File: src/rtl/addr_latch_pkg.sv
`timescale 1ns/1ps
package addr_latch_pkg;

  // Behaviour chosen by the two active-low controls, encoded as {clr_n, en_n}.
  typedef enum logic [1:0] {
    MODE_DEMUX = 2'b00,
    MODE_CLEAR = 2'b01,
    MODE_WRITE = 2'b10,
    MODE_HOLD  = 2'b11
  } latch_mode_e;

  function automatic latch_mode_e decode_mode(input logic clr_n, input logic en_n);
    latch_mode_e m;
    case ({clr_n, en_n})
      2'b00:   m = MODE_DEMUX;
      2'b01:   m = MODE_CLEAR;
      2'b10:   m = MODE_WRITE;
      default: m = MODE_HOLD;
    endcase
    return m;
  endfunction

  // True for the modes that load new content at the clock edge.
  function automatic logic mode_loads(input latch_mode_e m);
    return (m == MODE_WRITE) || (m == MODE_DEMUX);
  endfunction

endpackage

File: src/rtl/al_mode_dec.sv
`timescale 1ns/1ps
module al_mode_dec
  import addr_latch_pkg::*;
(
  input  logic        clr_n,
  input  logic        en_n,
  output latch_mode_e mode,
  output logic        wipe,
  output logic        load_any,
  output logic        route
);
  always_comb begin
    mode     = decode_mode(clr_n, en_n);
    wipe     = (mode == MODE_CLEAR);
    load_any = mode_loads(mode);
    route    = (mode == MODE_DEMUX);
  end
endmodule

File: src/rtl/al_index_dec.sv
`timescale 1ns/1ps
module al_index_dec #(
  parameter int ADDR_W = 3,
  localparam int WIDTH = 1 << ADDR_W
) (
  input  logic [ADDR_W-1:0] addr,
  output logic [WIDTH-1:0]  hit
);
  for (genvar i = 0; i < WIDTH; i++) begin : g_hit
    assign hit[i] = (addr == ADDR_W'(i));
  end
endmodule

File: src/rtl/al_bit_cell.sv
`timescale 1ns/1ps
module al_bit_cell (
  input  logic clk,
  input  logic wipe,
  input  logic load,
  input  logic zero,
  input  logic d,
  output logic q
);
  // The clear is asynchronous; loading beats zeroing, and zeroing beats holding.
  always_ff @(posedge clk or posedge wipe) begin
    if (wipe)      q <= 1'b0;
    else if (load) q <= d;
    else if (zero) q <= 1'b0;
  end
endmodule

File: src/rtl/addr_latch.sv
`timescale 1ns/1ps
module addr_latch
  import addr_latch_pkg::*;
#(
  parameter int ADDR_W = 3,
  localparam int WIDTH = 1 << ADDR_W
) (
  input  logic              clk,
  input  logic              clr_n,
  input  logic              en_n,
  input  logic [ADDR_W-1:0] addr,
  input  logic              din,
  output logic [WIDTH-1:0]  q
);
  latch_mode_e      mode;
  logic             wipe;
  logic             load_any;
  logic             route;
  logic [WIDTH-1:0] hit;
  logic [WIDTH-1:0] wr_vec;
  logic [WIDTH-1:0] zero_vec;

  al_mode_dec u_mode (
    .clr_n    (clr_n),
    .en_n     (en_n),
    .mode     (mode),
    .wipe     (wipe),
    .load_any (load_any),
    .route    (route)
  );

  al_index_dec #(.ADDR_W(ADDR_W)) u_index (
    .addr (addr),
    .hit  (hit)
  );

  for (genvar i = 0; i < WIDTH; i++) begin : g_cell
    assign wr_vec[i]   = load_any & hit[i];
    assign zero_vec[i] = route & ~hit[i];

    al_bit_cell u_cell (
      .clk  (clk),
      .wipe (wipe),
      .load (wr_vec[i]),
      .zero (zero_vec[i]),
      .d    (din),
      .q    (q[i])
    );
  end
endmodule

File: config.mk
export PLATFORM = sky130hd
export DESIGN_NAME = addr_latch
export DESIGN_NICKNAME = d
export VERILOG_FILES = /design/src/rtl/addr_latch_pkg.sv /design/src/rtl/al_mode_dec.sv /design/src/rtl/al_index_dec.sv /design/src/rtl/al_bit_cell.sv /design/src/rtl/addr_latch.sv
export SDC_FILE = /design/constraint.sdc
export NUM_CORES = 1
export LEC_CHECK = 0
export BUFFER_PORTS_ARGS = -buffer_cell sky130_fd_sc_hd__buf_2
export CORE_AREA = 2 2 41 43
export DETAILED_ROUTE_END_ITERATION = 7
export DIE_AREA = 0 0 43 45
export HOLD_SLACK_MARGIN = 0.02
export SYNTH_ARGS = -nofsm -noshare
export SYNTH_HDL_FRONTEND = slang
export SYNTH_SLANG_ARGS = --single-unit
File: constraint.sdc
create_clock -name clk -period 1 [get_ports clk]
set_clock_uncertainty 0.15 [all_clocks]
set_input_delay 0.3 -clock clk [delete_from_list [all_inputs] [get_ports clk]]
set_output_delay 0.3 -clock clk [all_outputs]
set_load 0.02 [all_outputs]
==> impl_metrics.ini, run 1 <==
[clocking]
cts_made_buffers = 3
cts.sinks = 8
cts.clk_slew.worst_paths_ns = 0.06
h-tree-depth = 1
cts_tree = built
root_buffer = clkbuf_4
clockBufferDepth = 2
clock_latency_ns = 0.25

[drt]
vias = 386
finalWirelength_mm = 1.03
ant_nets = 0
drc = 0
avgRoutedWirePerCell_um = 13.6
first_iter_violations = 2
dr.pass1.iters = 2
drt-vias-per-instance = 5.08

[grt]
grt_pass1_wl_mm = 1.85
antenna_found_initial = 0
grt_max_degree = 14
grt_usage_pct = 13.4
grt_pass1_vias = 410
grt_overflow = 0

[cells_and_area]
top_register = g_cell.u_cell.q
reg.largest.list = g_cell.u_cell.q x8
insertedDiodeCount = 0
nFillCells = 142
drive_gt1_share_pct = 58.3
stdcell_count = 76
largest_register_ffs = 8
final_area_sq_um = 704
nets = 69
area_growth_syn_to_layout_pct = 46.6

[floorplanning]
fp.dieArea_sq_um = 1940
pin_count = 15
fp-row-count = 14
start_util_pct = 32.7
core_area_sq_um = 1470
chipHeight_um = 45
die_w_um = 43

[sta]
period_share_pct = 124
finalCriticalPeriod_ns = 1.24
final_max_slew_viol_count = 0
final-hold-violation-count = 0
slew_headroom_pct = 84.1
fin_ws_ns = -0.237
setup_tns_ns = -1.81
setup_viol = 8
tightestPinTransition_ns = 0.238
fmax_ghz = 0.808
rsz0062_at_grt = yes

[logic_synthesis]
yosysSeqAreaShare_pct = 41.7
syn-num-nets = 50
avgSynthCellArea_sq_um = 11.2
yosysWarningCount = 0
synth-seq-cells = 8
synth_cells = 43
netlist_area_sq_um = 480
synth_cell_types = 11

[critical_path]
critPathArrivalTime_ns = 0.79
reg2reg_depth = 3
endpoint_kind = output port
cp-start-kind = register
cpPeakStageDelay_ns = 0.39
path_delay_family = flip-flops
path_cells = buf_6
r2r_end = g_cell[1].u_cell.q$_DFFE_PN0P_
cp_slowest_cell = dfrtp_1
r2r_slack_ns = 0.09
worstSetupPathType = register to output port
cp_max_fo = 2
r2r-start = g_cell[1].u_cell.q$_DFFE_PN0P_
required_ns = 0.55
path_buf_inv = 1

[placed_design]
placed_area_sq_um = 562
dp_hpwl_um = 691
place.gp.congestion = 0.736
portBuffers = 14
dp.cells = 69
post-place-ws_ns = -0.235

[power_and_ir_drop]
power.share.combinational_pct = 25.9
intPower_w = 0.000593
finalPower_w = 0.000828
clock_power_share_pct = 30.4
leakage_nw = 0.312
cellPowerDensity_nw_per_um2 = 1180
p_sw_w = 0.000235
p_seq_share_pct = 43.7
ir_drop_uv = 521
switching_share_pct = 28.3

[run_status]
outcome = complete, but fails checks
violations = negative setup slack

[run]
cap_violations = 0

[worst_hold_path]
hp-class = primary input to asynchronous set/reset pin
[worst reg2reg max path, stage by stage (launching register included)]
cell,delay (ns)
dfrtp_1,0.38
buf_4,0.14
o21ai_2,0.04
mux2i_1,0.07
[final cells by class]
type | instances | area, sq um | share of cell area (%)
multi-input cells | 25 | 259 | 36.8
flip-flops and latches | 8 | 200 | 28.4
repair buffers | 23 | 199 | 28.2
clock buffers | 3 | 22.5 | 3.20
well taps | 16 | 20.0 | 2.84
inverters | 1 | 3.75 | 0.533
[timing repair]
item	in CTS	in global routing
pin swaps	0	1
setup endpoints to repair	8	12
hold endpoints to repair	8	0
resized for setup	16	12
buffers inserted	3	1
hold buffers	1	0
[logic make-up after synthesis]
kind of cell / synth area share (%)
compound gates: 8.33
buf+inv: 14.3
flops: 41.7
mux: 16.7
simple gates: 19.0
[cell usage in the layout (no fill, tap or decap), drive strengths merged]
cell / n
and4bb: 3
mux2i: 8
o21ai: 8
inv: 1
clkbuf: 4
dfrtp: 8
nor4b: 3
dlygate4sd3: 1
nor4: 1
nand2b: 1
buf: 21
nand4b: 1
[per-layer routing]
metal | track usage [%] | vias to the layer above | wire length [um]
met5 | 0 | - | 0
met4 | 10.9 | 0 | 7
met3 | 2.80 | 2 | 44
met2 | 20.0 | 9 | 532
met1 | 16.8 | 187 | 447
li1 | - | 188 | -
[through the flow]
| stage | utilization, % | hold slack [ns] |
|---|---|---|
| 3_3_place_gp | 38.2 | 0.286 |
| 5_1_grt | 47.9 | 0.0968 |
| 2_1_floorplan | - | 0.0311 |
| 6_report | 47.9 | 0.0727 |
| 4_1_cts | 45.3 | 0.115 |
| 3_5_place_dp | 38.2 | 0.278 |
[worst max-delay path by stage]
stage	from	endpoint	slack, ns	cells after the start
2_1_floorplan	en_n	g_cell[0].u_cell.q$_DFFE_PN0P_	-0.02	3
3_3_place_gp	addr[2]	g_cell[0].u_cell.q$_DFFE_PN0P_	-0.22	3
3_5_place_dp	addr[2]	g_cell[0].u_cell.q$_DFFE_PN0P_	-0.24	3
4_1_cts	g_cell[6].u_cell.q$_DFFE_PN0P_	q[6]	-0.24	1
5_1_grt	g_cell[3].u_cell.q$_DFFE_PN0P_	q[3]	-0.26	1
6_report	g_cell[2].u_cell.q$_DFFE_PN0P_	q[2]	-0.24	1
[power groups by stage]
stage               clock (W)  sequential [W]  combinational (W)
floorplan                   0        0.000359           0.000113
global placement            0        0.000361           0.000156
detailed placement          0        0.000361           0.000158
CTS                  0.000270        0.000360           0.000199
global route         0.000286        0.000364           0.000233
finish               0.000251        0.000362           0.000215
[cell usage after synthesis]
| master | number | area share [%] |
|---|---|---|
| dfrtp_1 | 8 | 42 |
| buf_2 | 1 | 1.0 |
| nand4b_1 | 1 | 1.8 |
| buf_4 | 8 | 13 |
| mux2i_1 | 8 | 17 |
| nor4_2 | 1 | 2.6 |
| inv_1 | 1 | 0.78 |
| and4bb_2 | 3 | 7.8 |
| nand2b_1 | 1 | 1.3 |
| nor4b_1 | 3 | 5.5 |
| o21ai_0 | 8 | 8.3 |
(Power assumes the default switching activity.)
==> run 2: changes to the inputs <==
==> constraint.sdc (replaced) <==
create_clock -name clk -period 1 [get_ports clk]
set_clock_uncertainty 0.15 [all_clocks]
set_input_delay 0 -clock clk [delete_from_list [all_inputs] [get_ports clk]]
set_output_delay 0 -clock clk [all_outputs]
set_load 0.02 [all_outputs]
==> run 2 against run 1 <==
  * The run ends with negative hold slack left
  * Core utilization shrank 7.8 points
  * Highest routed layer unchanged
  * Routed wire length shrank 2.8%
  * Die area is the same
  * Critical endpoint is now g_cell[0].u_cell.q$_DFFE_PN0P_
  * Sequential share of layout area grew 5.6 points
  * Fmax grew 26%
  * Worst setup slack gained 0.26 ns
  * Non-clock buffer count shrank 3
  * Worst hold slack lost 0.12 ns
==> impl_metrics.ini, run 2 (synthesis results as in run 1) <==
[drt]
finalWirelength_mm = 1.00
dr.pass1.iters = 2
first_iter_violations = 1
drc = 0
ant_nets = 0
vias = 366
avgRoutedWirePerCell_um = 13.7
drt-vias-per-instance = 5.01

[floorplanning]
start_util_pct = 32.7
fp-row-count = 14
fp.dieArea_sq_um = 1940
die_w_um = 43
pin_count = 15
chipHeight_um = 45
core_area_sq_um = 1470

[grt]
grt_max_degree = 12
grt_overflow = 0
grt_pass1_wl_mm = 1.77
grt_usage_pct = 13.0
grt_pass1_vias = 379
antenna_found_initial = 0

[cells_and_area]
top_register = g_cell.u_cell.q
largest_register_ffs = 8
final_cell_mix = 13 x buf_2, 8 x mux2i_1, 8 x dfrtp_1, 6 x o21ai_1, 4 x clkbuf_4
layout_commonest_cell = buf_2
area_growth_syn_to_layout_pct = 22.7
nets = 66
stdcell_count = 73
reg.largest.list = g_cell.u_cell.q x8
final_area_sq_um = 589
fin_util_pct = 40.1
drive_gt1_share_pct = 45.6
insertedDiodeCount = 0

[critical_path]
critPathArrivalTime_ns = 0.97
r2r_slack_ns = 0.20
r2r_end = g_cell[0].u_cell.q$_DFFE_PN0P_
endpoint_kind = register
cp-start-kind = primary input
reg2reg_depth = 2
worstSetupPathType = primary input to register
required_ns = 0.99
r2r-start = g_cell[0].u_cell.q$_DFFE_PN0P_
cp_max_fo = 9

[placed_design]
dp.cells = 67
place.gp.congestion = 0.668
dp_hpwl_um = 678
placed_area_sq_um = 528
post-place-ws_ns = 0.0101
portBuffers = 14

[clocking]
clockBufferDepth = 2
post_cts.repair.setup_buffers = 0
cts.clk_slew.worst_paths_ns = 0.06
clock_latency_ns = 0.26
holdBufCountCts = 3
root_buffer = clkbuf_4
cts.sinks = 8
cts_made_buffers = 3
cts_tree = built
h-tree-depth = 1

[worst_hold_path]
hp-class = primary input to register
worstHoldEndpoint = g_cell[4].u_cell.q$_DFFE_PN0P_
worstHoldStart = addr[1]
holdPathStages = 3

[sta]
period_share_pct = 97.8
final_max_slew_viol_count = 0
slew_headroom_pct = 76.5
fin_ws_ns = 0.0222
final-hold-violation-count = 5
setup_viol = 0
rsz0062_at_grt = yes
whs_ns = -0.0520
fmax_ghz = 1.02
finalCriticalPeriod_ns = 0.978
tightestPinTransition_ns = 0.347

[power_and_ir_drop]
leakage_nw = 0.269
ir_drop_uv = 522
finalPower_w = 0.000778
cellPowerDensity_nw_per_um2 = 1320

[run]
cap_violations = 0

[run_status]
violations = negative hold slack
outcome = complete, but fails checks
-- run 2: changes by cell type in the layout (fill, tap and decap cells not counted), moves of 5 or more --
| cell | delta |
|---|---|
| buf_4 | -5 |
| o21ai_1 | +6 |
| buf_2 | +9 |
| buf_6 | -9 |
-- run 2: layer usage --
metal	up-vias	global-route usage [%]	routed length, um
met5	-	0	0
met4	0	7.27	25
met3	3	3.60	60
met2	13	18.8	436
met1	168	17.7	480
li1	182	-	-
-- run 2: per-stage QoR --
stage               setup TNS [ns]  hold WS (ns)
floorplan                        0        -0.269
global placement           -0.0118      -0.00871
detailed placement               0        0.0171
CTS                              0       -0.0434
global route              -0.00540       -0.0282
finish                           0       -0.0520
-- run 2: area by class of cell --
cell class                      instances  area [sq um]
Fill cell                             157           882
Multi-Input combinational cell         25           214
Sequential cell                         8           200
Timing Repair Buffer                   20           125
Clock buffer                            3          22.5
Tap cell                               16          20.0
Inverter                                1          7.51
-- run 2: what timing repair did --
action	in CTS	in global routing
gates resized for setup	0	9
endpoints found under the setup margin	0	16
endpoints found under the hold margin	16	5
-- run 2: worst max-delay path by stage --
stage	startpoint	endpoint	cells past startpoint
after floorplan	addr[2]	g_cell[1].u_cell.q$_DFFE_PN0P_	2
after global placement	addr[2]	g_cell[1].u_cell.q$_DFFE_PN0P_	3
after detailed placement	addr[0]	g_cell[4].u_cell.q$_DFFE_PN0P_	3
after CTS	en_n	g_cell[7].u_cell.q$_DFFE_PN0P_	4
after global routing	clr_n	g_cell[2].u_cell.q$_DFFE_PN0P_	4
final	clr_n	g_cell[0].u_cell.q$_DFFE_PN0P_	4
-- run 2: critical path: stages --
cell and delay [ns]:
dlygate4sd3_1 0.53, clkbuf_4 0.18, o21ai_0 0.17, mux2i_1 0.09
-- run 2: power by group --
group	switching (W)	total, W	internal [W]
registers	0.00000977	0.000356	0.000346
logic	0.0000929	0.000160	0.0000673
clock network	0.000124	0.000262	0.000138
total	0.000227	0.000778	0.000551
==> run 3: changes to the inputs <==
--- a/config.mk
+++ b/config.mk
@@ -5,10 +5,11 @@
 export SDC_FILE = /design/constraint.sdc
 export NUM_CORES = 1
 export LEC_CHECK = 0
+export ABC_AREA = 1
 export BUFFER_PORTS_ARGS = -buffer_cell sky130_fd_sc_hd__buf_2
-export CORE_AREA = 2 2 41 43
+export CORE_AREA = 2 2 42 44
 export DETAILED_ROUTE_END_ITERATION = 7
-export DIE_AREA = 0 0 43 45
+export DIE_AREA = 0 0 44 46
 export HOLD_SLACK_MARGIN = 0.02
 export SYNTH_ARGS = -nofsm -noshare
 export SYNTH_HDL_FRONTEND = slang
==> run 3 against run 2 <==
  * The run still ends with negative hold slack left
  * Critical path depth shrank 3
  * Design area decreased by 1.9%
  * Non-clock buffer count fell by 5
  * Die area rose by 4.6%
  * Worst setup slack better by 0.022 ns
  * Sequential share of layout area rose by 0.66 points
  * Sequential power is 4% higher
  * Power rose by 5.9%
==> impl_metrics.ini, run 3 <==
[run_status]
outcome = complete, but fails checks
violations = negative hold slack

[logic_synthesis]
synth.top_cell.area_share_pct = 38.9
netlist_top_cells_area = dfrtp_1 39%, nand2_1 25%, buf_4 12%
yosysMostFrequentCell = nand2_1
synth_top_family_by_area = simple AND/OR/NAND/NOR gates
synth_edf_count = 0
muxShareOfSynthArea_pct = 0
avgSynthCellArea_sq_um = 6.51
synth-seq-cells = 8
synth_compound_area_share_pct = 0
synth_top_cell_by_area = dfrtp_1
synth_xor_area_share_pct = 0
synthFlopType = dfrtp_1
synth_fa_ha_area_share_pct = 0
yosysSeqAreaShare_pct = 38.9
async_flop_share_pct = 100
syn-num-nets = 86
synth-simple-area-share_pct = 38.4
synth_common_cells = 34 x nand2_1, 15 x inv_1, 8 x buf_4, 8 x dfrtp_1, 8 x nand3_1
synth_cell_types = 8
yosysWarningCount = 0
netlist_area_sq_um = 514
synth_cells = 79

[sta]
final_max_slew_viol_count = 0
rsz0062_at_grt = no
final-hold-violation-count = 16
fmax_ghz = 1.05
slew_headroom_pct = 75.7
whs_ns = -0.401
tightestPinTransition_ns = 0.364
period_share_pct = 95.6
finalCriticalPeriod_ns = 0.956
setup_viol = 0
setup_tns_ns = 0

[critical_path]
r2r_slack_ns = 0.15
endpoint_kind = output port
worstSetupPathType = register to output port
path_delay_family = flip-flops
path_buf_inv = 1
path_cells = buf_2
r2r-start = g_cell[1].u_cell.q$_DFFE_PN0P_
critPathArrivalTime_ns = 0.81
cp_slowest_cell = dfrtp_1
critPathLaunch = g_cell[1].u_cell.q$_DFFE_PN0P_
cpPeakStageDelay_ns = 0.39
reg2reg_depth = 4
r2r_end = g_cell[1].u_cell.q$_DFFE_PN0P_
required_ns = 0.85
cp_max_fo = 2
cp-start-kind = register

[cells_and_area]
layout_commonest_cell = nand2_1
insertedDiodeCount = 0
nFillCells = 182
seqCellArea_sq_um = 200
area_growth_syn_to_layout_pct = 12.4
drive_gt1_share_pct = 22.5
final_cell_mix = 34 x nand2_1, 15 x inv_1, 14 x buf_2, 8 x nand3_1, 8 x dfrtp_1
nets = 98
largest_register_ffs = 8
multi_input_area_sq_um = 198
reg.largest.list = g_cell.u_cell.q x8
top_register = g_cell.u_cell.q

[floorplanning]
fp-row-count = 15
core_area_sq_um = 1610
chipHeight_um = 46
pin_count = 15
die_w_um = 44
fp.dieArea_sq_um = 2020
start_util_pct = 31.9

[placed_design]
place.gp.congestion = 0.739
portBuffers = 14
dp_hpwl_um = 733

[drt]
avgRoutedWirePerCell_um = 9.43
drc = 0
drt-vias-per-instance = 4.21
dr.pass1.iters = 3
vias = 446
ant_nets = 0
first_iter_violations = 10
finalWirelength_mm = 1.00

[run]
cap_violations = 0

[power_and_ir_drop]
cellPowerDensity_nw_per_um2 = 1430
ir_drop_uv = 372
finalPower_w = 0.000824
leakage_nw = 0.393

[clocking]
cts_resized = 0
cts.sinks = 8
h-tree-depth = 1
holdBufCountCts = 1
post_cts.repair.setup_buffers = 0
cts_made_buffers = 3
cts_tree = built
clock_latency_ns = 0.26
clockBufferDepth = 2
root_buffer = clkbuf_4
cts.clk_slew.worst_paths_ns = 0.06

[grt]
grt_pass1_vias = 412
grt_overflow = 0
antenna_found_initial = 0
grt_usage_pct = 12.7
grt_max_degree = 9
grt_pass1_wl_mm = 1.68

[worst_hold_path]
hp-class = primary input to asynchronous set/reset pin
-- run 3: metal layers --
| layer | up-vias | track usage (%) | routed length (um) |
|---|---|---|---|
| met3 | 5 | 3.97 | 51 |
| li1 | 247 | - | - |
| met1 | 181 | 13.9 | 480 |
| met4 | 0 | 14.5 | 54 |
| met2 | 13 | 17.9 | 413 |
| met5 | - | 0 | 0 |
-- run 3: where the power goes --
| group | switching, W | total [W] | internal [W] |
|---|---|---|---|
| Combinational | 0.000131 | 0.000197 | 0.0000657 |
| Clock | 0.000117 | 0.000255 | 0.000138 |
| Sequential | 0.0000157 | 0.000372 | 0.000357 |
-- run 3: cell type report --
class	count	share of cell area, %
sequential	8	34.6
tap	17	3.68
multi-input combinational	48	34.2
timing repair buffer	15	13.9
clock buffer	3	3.90
inverter	15	9.74
-- run 3: kinds of logic (layout without fill, tap and decap cells) --
family / after synthesis / in the layout
simple gates: 48 / 48
buf+inv: 23 / 33
flops: 8 / 8
-- run 3: metrics by stage --
stage	instance area, sq um	utilization [%]	hold slack [ns]	instances	worst slack [ns]
finish	578	35.8	-0.401	106	0.0442
detailed placement	546	33.8	-0.130	102	0.0967
floorplan	514	-	-0.316	79	0.211
CTS	578	35.8	-0.390	106	0.0444
global placement	546	33.8	-0.132	102	0.118
global route	578	35.8	-0.378	106	0.00996
-- run 3: worst max path at each step --
| stage | cells past startpoint | slack, ns | end |
|---|---|---|---|
| floorplan | 4 | 0.21 | g_cell[4].u_cell.q$_DFFE_PN0P_ |
| detailed placement | 5 | 0.1 | g_cell[0].u_cell.q$_DFFE_PN0P_ |
| finish | 1 | 0.04 | q[1] |
| global route | 1 | 0.01 | q[1] |
| CTS | 1 | 0.04 | q[3] |
| global placement | 5 | 0.12 | g_cell[7].u_cell.q$_DFFE_PN0P_ |
